File: src/rtl/evt_chan_pkg.sv
// Package: shared encodings for the event-triggered delay channel.
// Assumes: all select fields are two bits wide.
package evt_chan_pkg;
    typedef enum logic [1:0] {
        TRIG_EXACT = 2'd0,
        TRIG_MASK  = 2'd1,
        TRIG_TGM   = 2'd2,
        TRIG_OFF   = 2'd3
    } trig_kind_e;

    typedef enum logic [1:0] {
        START_EVT   = 2'd0,
        START_CHAIN = 2'd1,
        START_EXT   = 2'd2,
        START_NONE  = 2'd3
    } start_sel_e;

    typedef enum logic [1:0] {
        TICK_BASE  = 2'd0,
        TICK_CHAIN = 2'd1,
        TICK_DIV   = 2'd2,
        TICK_EXT   = 2'd3
    } tick_sel_e;

    typedef enum logic [1:0] {
        FIRE_ONCE  = 2'd0,
        FIRE_MULTI = 2'd1,
        FIRE_BURST = 2'd2,
        FIRE_RSVD  = 2'd3
    } fire_mode_e;

    typedef enum logic [1:0] {
        ST_IDLE  = 2'd0,
        ST_COUNT = 2'd1,
        ST_DONE  = 2'd2
    } core_st_e;
endpackage

File: src/rtl/evt_chan_match.sv
// Module: evt_chan_match
// Compares one frame against the programmed trigger. Purely combinational.
// Assumes: frame_valid qualifies frame_data in the same cycle.
module evt_chan_match
    import evt_chan_pkg::*;
#(
    parameter int FRAME_W = 32,
    parameter int TGM_W   = 16
) (
    input  logic               frame_valid,
    input  logic [FRAME_W-1:0] frame_data,
    input  logic [TGM_W-1:0]   telegram_value,
    input  trig_kind_e         kind,
    input  logic [FRAME_W-1:0] pattern,
    input  logic [FRAME_W-1:0] mask,
    input  logic [TGM_W-1:0]   tgm_ref,
    output logic               hit
);
    logic [FRAME_W-1:0] diff;

    // Select the comparison rule that matches the trigger kind.
    always_comb begin
        diff = frame_data ^ pattern;
        unique case (kind)
            TRIG_EXACT: hit = frame_valid && (diff == '0);
            TRIG_MASK:  hit = frame_valid && ((diff & ~mask) == '0);
            TRIG_TGM:   hit = frame_valid && (diff == '0) && (telegram_value == tgm_ref);
            default:    hit = 1'b0;
        endcase
    end
endmodule

File: src/rtl/evt_chan_src.sv
// Module: evt_chan_src
// Picks the start source and the count tick source. It detects rising edges on
// the chain and external inputs and holds a divider whose phase restarts on load.
// Assumes: prev_in, ext_start and ext_clk are synchronous to clk.
module evt_chan_src
    import evt_chan_pkg::*;
#(
    parameter int DIV_W = 8
) (
    input  logic             clk,
    input  logic             rst_n,
    input  logic             hit,
    input  logic             prev_in,
    input  logic             ext_start,
    input  logic             ext_clk,
    input  start_sel_e       start_sel,
    input  tick_sel_e        tick_sel,
    input  logic [DIV_W-1:0] harm_div,
    input  logic             load,
    output logic             start,
    output logic             tick
);
    localparam int N_EDGE = 3;

    logic [N_EDGE-1:0] raw;
    logic [N_EDGE-1:0] rise;
    logic [DIV_W-1:0]  div_cnt;
    logic              div_tick;

    assign raw = {ext_clk, ext_start, prev_in};

    for (genvar i = 0; i < N_EDGE; i++) begin : g_edge
        logic q;
        // Keep last cycle's level for rising-edge detection.
        always_ff @(posedge clk) begin
            if (!rst_n) q <= 1'b0;
            else        q <= raw[i];
        end
        assign rise[i] = raw[i] & ~q;
    end

    // Divide the base clock, restarting phase whenever the counter is loaded.
    always_ff @(posedge clk) begin
        if (!rst_n)                      div_cnt <= '0;
        else if (load)                   div_cnt <= '0;
        else if (div_cnt == harm_div)    div_cnt <= '0;
        else                             div_cnt <= div_cnt + 1'b1;
    end
    assign div_tick = (div_cnt == harm_div);

    // Route the selected start and tick sources.
    always_comb begin
        unique case (start_sel)
            START_EVT:   start = hit;
            START_CHAIN: start = rise[0];
            START_EXT:   start = rise[1];
            default:     start = 1'b0;
        endcase
        unique case (tick_sel)
            TICK_BASE:  tick = 1'b1;
            TICK_CHAIN: tick = rise[0];
            TICK_DIV:   tick = div_tick;
            default:    tick = rise[2];
        endcase
    end
endmodule

File: src/rtl/evt_chan_core.sv
// Module: evt_chan_core
// The delay counter and its firing-mode state machine. It loads on an accepted
// start, counts down on ticks, fires on the tick that finds zero, and reloads
// or disarms according to the mode. It also flags starts that arrive while busy.
// Assumes: start and tick are single-cycle qualifiers in the clk domain.
module evt_chan_core
    import evt_chan_pkg::*;
#(
    parameter int CNT_W = 22,
    parameter int NUM_W = 8
) (
    input  logic             clk,
    input  logic             rst_n,
    input  logic             enable,
    input  logic             start,
    input  logic             tick,
    input  logic [CNT_W-1:0] delay,
    input  fire_mode_e       mode,
    input  logic [NUM_W-1:0] n_pulses,
    input  logic             gate,
    output logic             load,
    output logic             fire,
    output logic             busy,
    output logic             overrun
);
    core_st_e         state;
    logic [CNT_W-1:0] cnt;
    logic [NUM_W-1:0] remain;
    logic             expire;

    assign busy   = (state == ST_COUNT);
    assign load   = enable && (state == ST_IDLE) && start;
    assign expire = enable && busy && tick && (cnt == '0);
    assign fire   = expire && ((mode != FIRE_BURST) || gate);

    // Advance the counter and the arm/count/done state.
    always_ff @(posedge clk) begin
        if (!rst_n) begin
            state  <= ST_IDLE;
            cnt    <= '0;
            remain <= '0;
        end else if (!enable) begin
            state  <= ST_IDLE;
        end else if (load) begin
            state  <= ST_COUNT;
            cnt    <= delay;
            remain <= (n_pulses == '0) ? '0 : n_pulses - 1'b1;
        end else if (expire) begin
            unique case (mode)
                FIRE_MULTI: begin
                    if (remain == '0) begin
                        state <= ST_DONE;
                    end else begin
                        remain <= remain - 1'b1;
                        cnt    <= delay;
                    end
                end
                FIRE_BURST: begin
                    if (gate) cnt   <= delay;
                    else      state <= ST_IDLE;
                end
                default: state <= ST_DONE;
            endcase
        end else if (busy && tick) begin
            cnt <= cnt - 1'b1;
        end
    end

    // Latch a start that collides with a running count.
    always_ff @(posedge clk) begin
        if (!rst_n)                        overrun <= 1'b0;
        else if (enable && busy && start)  overrun <= 1'b1;
    end
endmodule

File: src/rtl/evt_chan_act.sv
// Module: evt_chan_act
// Turns a fire strobe into the configured actions: a pulse of programmable
// width and polarity, and a one-cycle interrupt request.
// Assumes: a fire during a running pulse restarts the width.
module evt_chan_act #(
    parameter int PW_W = 8
) (
    input  logic            clk,
    input  logic            rst_n,
    input  logic            fire,
    input  logic            act_out,
    input  logic            act_irq,
    input  logic            invert,
    input  logic [PW_W-1:0] width,
    output logic            pulse_out,
    output logic            irq
);
    logic [PW_W-1:0] pw_cnt;

    // Count down the remaining active cycles of the pulse.
    always_ff @(posedge clk) begin
        if (!rst_n)                pw_cnt <= '0;
        else if (fire && act_out)  pw_cnt <= (width == '0) ? PW_W'(1) : width;
        else if (pw_cnt != '0)     pw_cnt <= pw_cnt - 1'b1;
    end

    // Raise the interrupt request for one cycle on each enabled fire.
    always_ff @(posedge clk) begin
        if (!rst_n) irq <= 1'b0;
        else        irq <= fire && act_irq;
    end

    assign pulse_out = (pw_cnt != '0) ^ invert;
endmodule

File: src/rtl/evt_delay_channel.sv
// Module: evt_delay_channel (top)
// One event-triggered delay channel: trigger match, source selection, delay
// counter with firing modes, and output actions.
// Assumes: every input is synchronous to clk; configuration is held stable
// while the channel is enabled.
module evt_delay_channel
    import evt_chan_pkg::*;
#(
    parameter int FRAME_W = 32,
    parameter int TGM_W   = 16,
    parameter int CNT_W   = 22,
    parameter int NUM_W   = 8,
    parameter int PW_W    = 8,
    parameter int DIV_W   = 8
) (
    input  logic               clk,
    input  logic               rst_n,
    input  logic               enable,
    input  logic               frame_valid,
    input  logic [FRAME_W-1:0] frame_data,
    input  logic [TGM_W-1:0]   telegram_value,
    input  logic [1:0]         trig_kind,
    input  logic [FRAME_W-1:0] trig_pattern,
    input  logic [FRAME_W-1:0] trig_mask,
    input  logic [TGM_W-1:0]   tgm_ref,
    input  logic [1:0]         start_sel,
    input  logic [1:0]         clk_sel,
    input  logic [DIV_W-1:0]   harm_div,
    input  logic [1:0]         fire_mode,
    input  logic [NUM_W-1:0]   pulse_count,
    input  logic [CNT_W-1:0]   delay,
    input  logic [PW_W-1:0]    pulse_width,
    input  logic               act_out,
    input  logic               act_irq,
    input  logic               out_invert,
    input  logic               ext_start,
    input  logic               ext_clk,
    input  logic               prev_out,
    input  logic               burst_gate,
    output logic               pulse_out,
    output logic               irq,
    output logic               overrun
);
    logic hit;
    logic start_evt;
    logic tick;
    logic load;
    logic fire;
    logic busy;

    evt_chan_match #(.FRAME_W(FRAME_W), .TGM_W(TGM_W)) u_match (
        .frame_valid    (frame_valid),
        .frame_data     (frame_data),
        .telegram_value (telegram_value),
        .kind           (trig_kind_e'(trig_kind)),
        .pattern        (trig_pattern),
        .mask           (trig_mask),
        .tgm_ref        (tgm_ref),
        .hit            (hit)
    );

    evt_chan_src #(.DIV_W(DIV_W)) u_src (
        .clk       (clk),
        .rst_n     (rst_n),
        .hit       (hit),
        .prev_in   (prev_out),
        .ext_start (ext_start),
        .ext_clk   (ext_clk),
        .start_sel (start_sel_e'(start_sel)),
        .tick_sel  (tick_sel_e'(clk_sel)),
        .harm_div  (harm_div),
        .load      (load),
        .start     (start_evt),
        .tick      (tick)
    );

    evt_chan_core #(.CNT_W(CNT_W), .NUM_W(NUM_W)) u_core (
        .clk      (clk),
        .rst_n    (rst_n),
        .enable   (enable),
        .start    (start_evt),
        .tick     (tick),
        .delay    (delay),
        .mode     (fire_mode_e'(fire_mode)),
        .n_pulses (pulse_count),
        .gate     (burst_gate),
        .load     (load),
        .fire     (fire),
        .busy     (busy),
        .overrun  (overrun)
    );

    evt_chan_act #(.PW_W(PW_W)) u_act (
        .clk       (clk),
        .rst_n     (rst_n),
        .fire      (fire),
        .act_out   (act_out),
        .act_irq   (act_irq),
        .invert    (out_invert),
        .width     (pulse_width),
        .pulse_out (pulse_out),
        .irq       (irq)
    );
endmodule

File: config.mk
export PLATFORM = sky130hd
export DESIGN_NAME = evt_delay_channel
export DESIGN_NICKNAME = d
export VERILOG_FILES = /design/src/rtl/evt_chan_pkg.sv /design/src/rtl/evt_chan_match.sv /design/src/rtl/evt_chan_src.sv /design/src/rtl/evt_chan_core.sv /design/src/rtl/evt_chan_act.sv /design/src/rtl/evt_delay_channel.sv
export SDC_FILE = /design/constraint.sdc
export NUM_CORES = 1
export LEC_CHECK = 0
export CORE_AREA = 2 2 106 108
export CTS_CLUSTER_DIAMETER = 40
export DETAILED_ROUTE_END_ITERATION = 8
export DIE_AREA = 0 0 108 110
export PLACE_DENSITY = 0.77
export SYNTH_ARGS = -nofsm -noshare
export SYNTH_HDL_FRONTEND = slang
export SYNTH_SLANG_ARGS = --single-unit
File: constraint.sdc
create_clock -name clk -period 3.7 [get_ports clk]
set_clock_uncertainty 0.2 [all_clocks]
set_input_delay 0.74 -clock clk [delete_from_list [all_inputs] [get_ports clk]]
set_output_delay 0.74 -clock clk [all_outputs]
set_load 0.03 [all_outputs]
* After elaboration in Yosys (flattened, before gate mapping)
Index checks and enable logic that the tools add are counted.
** Storage, ports and cells
- Register bits after elaboration :: 53
- Output and inout bits :: 3
- Input bits :: 193
** Cells by class
- Reduce and logical (&&, ||, !) cells :: 36
- Bitwise operators :: 12
- Multiplexer cells :: 22
- $add $sub $neg :: 5
- Eq/ne operators :: 20
** Operator list (number)
- 2-to-1 mux 22 bit :: 5
- zero test 32 bit :: 2
- 2-to-1 mux 8 bit :: 8
- one-hot mux 22 bit (2 select lines) :: 1
- bitwise AND 32 bit :: 1
- inverter 32 bit :: 1
- bitwise XOR 32 bit :: 1
- zero test 8 bit :: 3
- subtractor 8 x 1 -> 8 bit (second input constant) :: 3
- zero test 22 bit :: 1
- subtractor 22 x 1 -> 22 bit (second input constant) :: 1
- == test 16 bit :: 1
- logical AND 1 bit :: 13
- != test 4 bit (second input constant) :: 3
- == test 2 x 1 -> 1 bit (second input constant) :: 5
- one-hot mux 1 bit (3 select lines) :: 3
- adder 8 x 1 -> 8 bit (second input constant) :: 1
- == test 2 bit (second input constant) :: 4
- == test 8 bit :: 1
- zero test 2 bit :: 4
- nonzero test 8 bit :: 1
- != test 2 bit (second input constant) :: 3
- AND reduction 3 bit :: 2
- nonzero test 2 bit :: 3
- 15 further kinds :: 24

* Logic depth before layout (Yosys ltp)
- Word-level depth :: 9
- Mapped depth :: 11
- Depth with buffers taken out :: 10

* Modules after synthesis
A second synthesis with hierarchy kept.
** Second synthesis, totals
- Cell total of the unflattened synthesis :: 523
- Area total of the unflattened synthesis :: 4147.7 um^2
** Modules (own cells, without submodules)
- evt_chan_core :: times used 1, area each 2317.2 um^2, cells each 304
- evt_chan_match :: times used 1, area each 699.4 um^2, cells each 94
- evt_chan_src :: times used 1, area each 616.8 um^2, cells each 63
- evt_chan_act :: times used 1, area each 514.2 um^2, cells each 62

* Worst setup path before layout
Ideal clock, no wire load.
- Path type :: in2reg
- Start :: input port fire_mode[1]
- End :: register u_core.cnt[21]
- Stages :: 11
- Library setup time :: 71 ps
- Path slack :: 686 ps
- Buffers on the path :: 1
- Data arrival time :: 2743 ps
- Cell sequence :: inv_1 -> ha_1 -> nor4bb_1 -> a211oi_2 -> nor3_2 -> or3_1 -> buf_6 -> or4_1 -> nor3_1 -> a31oi_1 -> o2bb2ai_1
** Between the ends
- Longest elaborated chain between the ends :: 4
** Ends and longest elaborated chain
- start, declared :: line evt_delay_channel.sv:29 : input logic [1:0] fire_mode,
- == test 2 bit or == test 2 x 1 -> 1 bit (tied branches) :: line evt_chan_core.sv:49 : unique case (mode)
- one-hot mux 22 bit (2 select lines) :: line evt_chan_core.sv:49
- 2-to-1 mux 22 bit :: line evt_chan_core.sv:48 : end else if (expire) begin
- 2-to-1 mux 22 bit :: line evt_chan_core.sv:44 : end else if (load) begin
- end signal, assigned :: line evt_chan_core.sv:46 : cnt <= delay;
- end signal, assigned :: line evt_chan_core.sv:55 : cnt <= delay;
- end signal, assigned :: line evt_chan_core.sv:59 : if (gate) cnt <= delay;
- end, declared :: line evt_chan_core.sv:27 : logic [CNT_W-1:0] cnt;
Parallel ways exist; a longest one is shown, timed or not.
A chain may end at the register's enable or synchronous reset.

* Worst setup path after layout
- Start :: input port fire_mode[1]
- End :: register u_core.cnt[5]
The elaborated chain is that of the path after synthesis.

==> impl_metrics.tcl <==
set metrics [dict create \
    status "complete, no violations" \
    route.met3.wl_um 1319 \
    cts-root-buf "clkbuf_8" \
    synth_ff_type "dfxtp_1" \
    cp_max_fo 5 \
    firstDrtPassIters 5 \
    synth_cells 544 \
    cap_violations 0 \
    drive_above_1_share_pct 4.826 \
    place.gp.congestion 0.9020 \
    syn-cell-area_um2 4172 \
    grt_pass1_vias 4810 \
    clockBufferDepth 2 \
    drtIter0Drc 282 \
    hp-class "reg -> reg" \
    yosysTopAreaCell "dfxtp_1" \
    die-area_um2 11880 \
    arrival_ps 3370 \
    relSlewSlack_pct 59.39 \
    slew_viol_final 0 \
    peakVddDrop_v 0.0002335 \
    initial_utilization_pct 38.99 \
    synth_area_leaders "dfxtp_1 (25%), xnor2_1 (14%), nor2_1 (5.3%)" \
    synthArstFlopShare_pct 0 \
    die_w_um 108 \
    max_freq_ghz 0.2981 \
    ys_seq_elements 53 \
    place_inst 878 \
    num_vias 4996 \
    cts_max_level 2 \
    overflow 0 \
    synth_cell_types 62 \
    drc_errors 0 \
    grt_first_pass_wirelength_um 23080 \
    required_ps 3710 \
    critPathMaxStageDelay_ps 480 \
    fin_nets 947 \
    crit_type "in -> reg" \
    antenna_found_initial 1 \
    crit_path_end_kind "flop" \
    final_cell_mix "clkdlybuf4s50_1 (195), xnor2_1 (66), nor2_1 (59), dfxtp_1 (53), nand2_1 (48)" \
    area_growth_pct 54.98 \
    grt_use_total_pct 24.29 \
    period_needed_ps 3355 \
    post-cts-setup-buffers 0 \
    utilization_pct 60.43 \
    top_layer_used "met4" \
    ant_nets 0 \
    post_cts_resized 0 \
    portBuffers 195 \
    crit_chain "clkdlybuf4s50_1 -> inv_1 -> ha_1 -> nor4bb_1 -> a211oi_2 -> nor3_2 -> or3_1 -> buf_4 -> nor2_1 -> a22oi_2 -> o221a_1 -> a31o_1" \
    cp_slowest_cell "clkdlybuf4s50_1" \
    p_leak_nw 2.254 \
    syn-num-nets 746 \
    ys_seq_area_share_pct 25.43 \
    stdcell_count 887 \
    insertion_delay_ps 310 \
    power_density_nw_per_um2 300.4 \
    cts_sinks 53 \
    die-height_um 110 \
    post_drt_wl_per_cell_um 16.88 \
    dp_hpwl_um 12220 \
    met2_length_um 7494 \
    startpoint_type "input port" \
    tns_ps 0 \
    power_w 0.001942 \
    ys_warn_count 0 \
    cts.hold.buffers_added 0 \
    synth_edf_count 0 \
    coreArea_um2 10700 \
    setup_viol 0 \
    placementRows 38 \
    crit_buf_inv 3 \
    cts_made_buffers 5 \
    cp_top_family "compound AO/OA/AOI/OAI gates" \
    rsz0062_at_grt "no" \
    routed_via_density 5.632 \
    pin_count 196 \
    tightest_slew_ps 603.5 \
    avgSynthCellArea_um2 7.668 \
    wl_um 14970 \
    fin_crit_sh_pct 90.66 \
    met1_length_um 5781 \
    yosysTopAreaCellShare_pct 25.43 \
    cts_tree "done" \
    final_common_cell "clkdlybuf4s50_1" \
    grt_max_degree 21 \
    clkTransAtPathRegs_ps 90 \
    hold_violations 0 \
]
==> cells in the mapped netlist (3+ instances only) <==
cell,count
o32ai_1,3
a21o_1,4
a211oi_1,3
nand4b_1,3
nand4_1,19
ha_1,9
and2_1,3
buf_2,3
o21ai_0,12
o2bb2ai_1,12
nand2b_1,3
xnor2_1,66
dfxtp_1,53
mux2i_1,3
nor4_1,26
a21oi_1,19
nor3_1,30
nor2_1,59
xor2_1,12
nor2b_1,9
clkbuf_1,10
nand2_1,48
or3_1,6
and3_1,6
o22ai_1,11
o41ai_1,3
or4_1,8
a31oi_1,16
inv_1,13
a22o_1,4
nand3_1,30
==> layout make-up <==
type                    instances  area [um^2]
well taps                     140        175.2
inverters                      13        48.80
fillers                       954         4233
flip-flops and latches         53         1061
clock buffers                   7        86.33
repair buffers                211         2097
multi-input cells             461         2964
diodes                          1        2.502
clock inverters                 1        30.03
==> worst register-to-register path, stage by stage, from the launching register on <==
cell and delay [ps]:
dfxtp_1 390, or4_4 590, nor3_1 230, nand3_1 270, nor4_4 450, nand4b_1 180
xnor2_1 210, nor2_1 60, a311oi_1 250
==> flip-flops by register name (all words and copies together), names as in the netlist <==
register and count:
u_act.pw_cnt 8, u_core.cnt 22, u_core.state 2, u_core.overrun 1, u_src.div_cnt 8, u_src.g_edge.q 3
u_act.irq 1, u_core.remain 8
==> final timing paths <==
check | end | slack (ps) | start | cells past startpoint
max | u_core.cnt[5] | 350 | fire_mode[1] | 12
min | u_core.overrun | 260 | u_core.overrun | 2
max reg2reg | u_core.remain[7] | 780 | u_core.cnt[16] | 8
min reg2reg | u_core.overrun | 260 | u_core.overrun | 2
==> kinds of logic after synthesis <==
| kind of cell | synth area share [%] |
|---|---|
| buffers and inverters | 3.509 |
| XOR/XNOR | 16.38 |
| flip-flops | 25.43 |
| AND/OR/NAND/NOR | 32.81 |
| AO/OA/AOI/OAI | 17.91 |
| adder cells (fa/ha/maj) | 2.700 |
| multiplexers | 1.260 |
==> layer usage <==
layer	global-route usage (%)	up-vias
li1	-	2428
met1	27.02	2319
met2	46.32	221
met3	4.997	28
met4	7.509	0
met5	0	-
==> metrics by stage <==
| step | instance area [um^2] | hold WS, ps | worst slack (ps) |
|---|---|---|---|
| 6_report | 6465 | 264.6 | 345.5 |
| 5_1_grt | 6465 | 288.6 | 207.5 |
| 4_1_cts | 6462 | 269.4 | 385.3 |
| 3_5_place_dp | 6346 | 247.6 | 47.88 |
| 3_3_place_gp | 6346 | 238.4 | 95.01 |
| 2_1_floorplan | 4172 | 258.6 | 686.1 |
==> report_power, final <==
group	leakage, nW	total, W	switching (W)	internal, W
Clock	0.0585	0.000416	0.000195	0.000221
Sequential	0.433	0.000683	0.0000590	0.000624
Combinational	1.76	0.000843	0.000390	0.000453
Total	2.25	0.00194	0.000644	0.00130
Power figures use the tool's default switching activity.
